File: src/rtl/shirq_dist.sv
module shirq_dist #(
  parameter int NCORE = 4,
  parameter int NIRQ  = 8,
  parameter int DW    = 8,
  localparam int IW   = $clog2(NIRQ),
  localparam int CW   = $clog2(NCORE)
) (
  input  logic                  clk,
  input  logic                  rst_n,
  input  logic                  cmd_valid,
  input  logic [2:0]            cmd_op,
  input  logic [IW-1:0]         cmd_idx,
  input  logic [DW-1:0]         cmd_data,
  input  logic [NIRQ-1:0]       irq_in,
  output logic [NCORE*NIRQ-1:0] core_irq
);
  localparam logic [2:0] OP_EN   = 3'd1;
  localparam logic [2:0] OP_DEST = 3'd2;
  localparam logic [2:0] OP_MODE = 3'd3;
  localparam logic [2:0] OP_MASK = 3'd4;

  logic en_q;
  logic [NIRQ-1:0] rr_q, lvl_q, mask_q, busy_q, pulse_q, prev_q, fire;

  function automatic logic [CW-1:0] first_from(input logic [NCORE-1:0] m, input logic [CW-1:0] start);
    logic [CW-1:0] r;
    logic found;
    r = start;
    found = 1'b0;
    for (int k = 0; k < NCORE; k++) begin
      int j;
      j = (int'(start) + k) % NCORE;
      if (!found && m[j]) begin
        r = CW'(j);
        found = 1'b1;
      end
    end
    return r;
  endfunction

  always_ff @(posedge clk or negedge rst_n)
    if (!rst_n) en_q <= 1'b0;
    else if (cmd_valid && cmd_op == OP_EN) en_q <= cmd_data[0];

  for (genvar g = 0; g < NIRQ; g++) begin : g_line
    logic [NCORE-1:0] dest_q;
    logic [CW-1:0] ptr_q, sel_q, pick;
    logic hit;

    assign hit  = cmd_valid && cmd_idx == IW'(g);
    assign pick = first_from(dest_q, rr_q[g] ? ptr_q : '0);
    assign fire[g] = en_q & ~mask_q[g] & (|dest_q) & irq_in[g] &
                     (lvl_q[g] ? ~busy_q[g] : ~prev_q[g]);

    always_ff @(posedge clk or negedge rst_n)
      if (!rst_n) begin
        dest_q <= '0;
        ptr_q <= '0;
        sel_q <= '0;
        rr_q[g] <= 1'b0;
        lvl_q[g] <= 1'b1;
        mask_q[g] <= 1'b1;
        busy_q[g] <= 1'b0;
        pulse_q[g] <= 1'b0;
        prev_q[g] <= 1'b0;
      end else begin
        prev_q[g] <= irq_in[g];
        pulse_q[g] <= fire[g] & ~lvl_q[g];
        if (fire[g]) begin
          sel_q <= pick;
          if (rr_q[g]) ptr_q <= (int'(pick) == NCORE-1) ? '0 : pick + 1'b1;
        end
        if (fire[g] && lvl_q[g]) busy_q[g] <= 1'b1;
        else if (!irq_in[g]) busy_q[g] <= 1'b0;
        if (hit && cmd_op == OP_DEST) dest_q <= cmd_data[NCORE-1:0];
        if (hit && cmd_op == OP_MODE) begin
          rr_q[g] <= cmd_data[1:0] == 2'b00;
          lvl_q[g] <= cmd_data[4];
        end
        if (hit && cmd_op == OP_MASK) mask_q[g] <= cmd_data[0];
      end

    for (genvar c = 0; c < NCORE; c++) begin : g_core
      assign core_irq[c*NIRQ+g] = en_q & ~mask_q[g] & (sel_q == CW'(c)) &
                                  ((busy_q[g] & irq_in[g]) | pulse_q[g]);
    end
  end
endmodule

File: config.mk
export PLATFORM = sky130hd
export DESIGN_NAME = shirq_dist
export DESIGN_NICKNAME = d
export VERILOG_FILES = /design/src/rtl/shirq_dist.sv
export SDC_FILE = /design/constraint.sdc
export NUM_CORES = 1
export LEC_CHECK = 0
export BUFFER_PORTS_ARGS = -buffer_cell sky130_fd_sc_hd__buf_2
export CAP_MARGIN = 25
export CORE_ASPECT_RATIO = 1.2
export CORE_UTILIZATION = 61
export DETAILED_ROUTE_END_ITERATION = 12
export PLACE_DENSITY = 0.81
export SLEW_MARGIN = 20
export SYNTH_ARGS = -nofsm -noshare
export SYNTH_HDL_FRONTEND = slang
export SYNTH_SLANG_ARGS = --single-unit
File: constraint.sdc
create_clock -name clk -period 2.8 [get_ports clk]
set_input_delay 0.84 -clock clk [delete_from_list [all_inputs] [get_ports clk]]
set_output_delay 0.84 -clock clk [all_outputs]
set_load 0.005 [all_outputs]
==> run_results.csv <==
group,metric,value,unit
floorplan,die-height,118.3,µm
sta,min_period,2.687,ns
synth,async_reset_ff_frac,1.000,
cells_and_area,final_area,7836,µm²
run,cap_viol_max_count,0,
sta,worst_pin_slew,0.6441,ns
floorplan,initial_core_util,0.6257,
cells_and_area,area_growth,14.04,%
sta,min_period_over_period,0.9595,
critical_path,cp_slowest_cell,"or3b_2",
clock_network,cts_setup_buffers,0,
routing,drt_pass1_iterations,6,
power_and_ir_drop,power.leakage,3.477,nW
synth,ys_ff_latch,113,
routing,drtAntennaViolNets,0,
routing,route.vias.total,5661,
power_and_ir_drop,intPower,4.058,mW
clock_network,cts_made_buffers,17,
routing,drt_iter0_drc,308,
grt,grtUsageTotal,0.2799,
sta,clock.fmax,0.3722,GHz
placement,placed_area,7242,µm²
synth,yosysWarnings,0,
synth,syn-num-nets,719,
synth,ys_types,73,
routing,drc,0,
cells_and_area,final_util,0.7135,
clock_network,cts_max_level,4,
clock_network,cts_resized,1,
floorplan,rows,42,
synth,syn_inst,690,
clock_network,tritoncts,"built",
floorplan,die-area,11700,µm²
power_and_ir_drop,power_frac_seq,0.398,
grt,grt_max_degree,42,
sta,final.setup.tns,0,ns
placement,dp_hpwl,10690,µm
clock_network,clock_sinks,113,
clock_network,path_clk_slew,0.05,ns
synth,syn_area,6872,µm²
hold_path,hold_class,"input pin to asynchronous set/reset pin",
synth,ys.flop_type,"dfrtp_1",
sta,finalClockSkew,0.004967,ns
sta,setup_violations,0,
sta,drv_slew,0,
critical_path,start_kind,"input pin",
synth,ys_seq_area_frac,0.4144,
sta,hold_viol,0,
power_and_ir_drop,switching_share,0.3196,
placement,place_ws,0.1031,ns
critical_path,worstRegToRegCells,7,
critical_path,crit_family,"simple AND/OR/NAND/NOR gates",
sta,fin_ws,0.1135,ns
floorplan,die_w,98.89,µm
clock_network,cts_root_buf,"clkbuf_16",
clock_network,clock_latency,0.42,ns
grt,antenna_found_initial,0,
power_and_ir_drop,power_per_cell_area,761.1,nW/µm²
critical_path,critPathKind,"input pin to primary output",
placement,io_buffers,53,
sta,max_slew_margin,0.5595,
power_and_ir_drop,power.share.combinational,0.239,
status,status,"completed",
cells_and_area,final_cell_mix,"dfrtp_1, mux2_2, nand2_1",
synth,synth_edf_count,0,
critical_path,cp_slowest_stage_delay,0.46,ns
cells_and_area,fin_nets,767,
critical_path,crit_top_cell,"buf_2",
synth,avgSynthCellArea,9.959,µm²
routing,avgRoutedWirePerCell,17.69,µm
cells_and_area,post_route_cells_drive_above_1_share,0.2823,
power_and_ir_drop,clkPwrFrac,0.363,
power_and_ir_drop,ir_worst_vdd,558.1,µV
critical_path,cp.depth,5,
critical_path,worstPathMaxFanout,4,
cells_and_area,layout_commonest_cell,"dfrtp_1",
routing,routed_wl,15620,µm
grt,grt_remaining_overflow,0,
critical_path,worstPathRequired,1.96,ns
clock_network,cts_hold_buf,0,
routing,vias_per_cell,6.411,
cells_and_area,diodes,0,
critical_path,worstPathArrival,1.85,ns
critical_path,cp_cell_sequence,"buf_2 > a21oi_1 > or3b_2 > nor3b_1 > buf_2",
critical_path,cp_num_buf_inv,2,
floorplan,design.core.area,10980,µm²
floorplan,ios,57,
power_and_ir_drop,switchingPower,1.906,mW
clock_network,clk_path_buf_depth,2,
grt,grt_pass1_wl,25990,µm
placement,gp_congestion,0.8409,
grt,grt_pass1_vias,5596,
sta,rsz0062_at_grt,"false",
critical_path,crit_path_end_kind,"primary output",
## logic make-up after synthesis
logic type      after synthesis  synth area share
fa+ha+maj                     4          0.007284
flops                       113            0.4144
buf+inv                      52           0.03114
mux                          99            0.1750
xor+xnor                     13           0.01657
compound gates              146            0.1482
simple gates                263            0.2074
## metrics by stage
step / power, mW / hold slack [ns] / instances
6_report: 5.964 / 0.3991 / 883
5_1_grt: 6.264 / 0.4361 / 883
4_1_cts: 5.964 / 0.4206 / 883
3_5_place_dp: 3.783 / 0.5127 / 851
3_3_place_gp: 3.667 / 0.5058 / 851
2_1_floorplan: 3.403 / 0.4824 / 690
## registers in the layout (all words and copies together) (netlist names)
name and flops:
prev_q 8, g_line.ptr_q 16, g_line.dest_q 32, pulse_q 8, rr_q 8, en_q 1, g_line.sel_q 16, busy_q 8
mask_q 8, lvl_q 8
## worst paths after layout
check	startpoint	endpoint	slack [ns]
setup / recovery	irq_in[2]	core_irq[10]	0.11
hold / removal	rst_n	g_line[0].ptr_q[1]$_DFFE_PN0P_	0.40
setup reg to reg	rr_q[1]$_DFFE_PN0P_	g_line[1].ptr_q[1]$_DFFE_PN0P_	0.35
hold reg to reg	lvl_q[0]$_DFFE_PN1P_	pulse_q[0]$_DFF_PN0_	0.53
max in group asynchronous	rst_n	lvl_q[4]$_DFFE_PN1P_	1.69
min in group clk	lvl_q[0]$_DFFE_PN1P_	pulse_q[0]$_DFF_PN0_	0.53
## Yosys cell counts (7+ instances only)
cell,instances,area [µm²]
o31ai_1,10,75.07
dfrtp_1,97,2427
nand2_1,69,259.0
a22o_1,8,70.07
and2_1,9,56.30
a21oi_1,30,150.1
nand3b_1,9,67.56
nor3_1,13,65.06
xor2_1,8,70.07
o22ai_1,17,106.4
nor2b_1,24,150.1
buf_2,7,35.03
mux2_2,75,844.6
nor2_1,55,206.5
nor3b_1,14,105.1
a211oi_1,8,60.06
clkbuf_1,23,86.33
mux4_2,9,202.7
inv_1,19,71.32
o21ai_0,17,85.08
mux2i_1,14,140.1
nand2b_1,7,43.79
dfstp_2,16,420.4
o21a_1,7,52.55
nor4_1,9,56.30
and3_1,12,75.07
## power groups by stage
stage	logic (mW)	registers [mW]	clock network [mW]
floorplan	1.23	2.17	0
global placement	1.31	2.35	0
detailed placement	1.40	2.38	0
CTS	1.42	2.36	2.18
global route	1.58	2.42	2.26
finish	1.43	2.38	2.16
## area by class of cell
type | instances | area (µm²)
inverter | 19 | 71.32
multi-input combinational | 525 | 3810
sequential | 113 | 2849
fill | 749 | 3147
tap | 132 | 165.2
clock buffer | 23 | 488.0
timing repair buffer | 62 | 347.8
clock inverter | 9 | 105.1
## per-layer routing
metal	global-route usage	vias to the layer above	share of wire
met3	0.06328	24	0.045
met2	0.4777	184	0.52
li1	-	2659	-
met1	0.3432	2794	0.42
met4	0.1082	0	0.016
met5	0	-	0
Power figures use the tool's default switching activity.
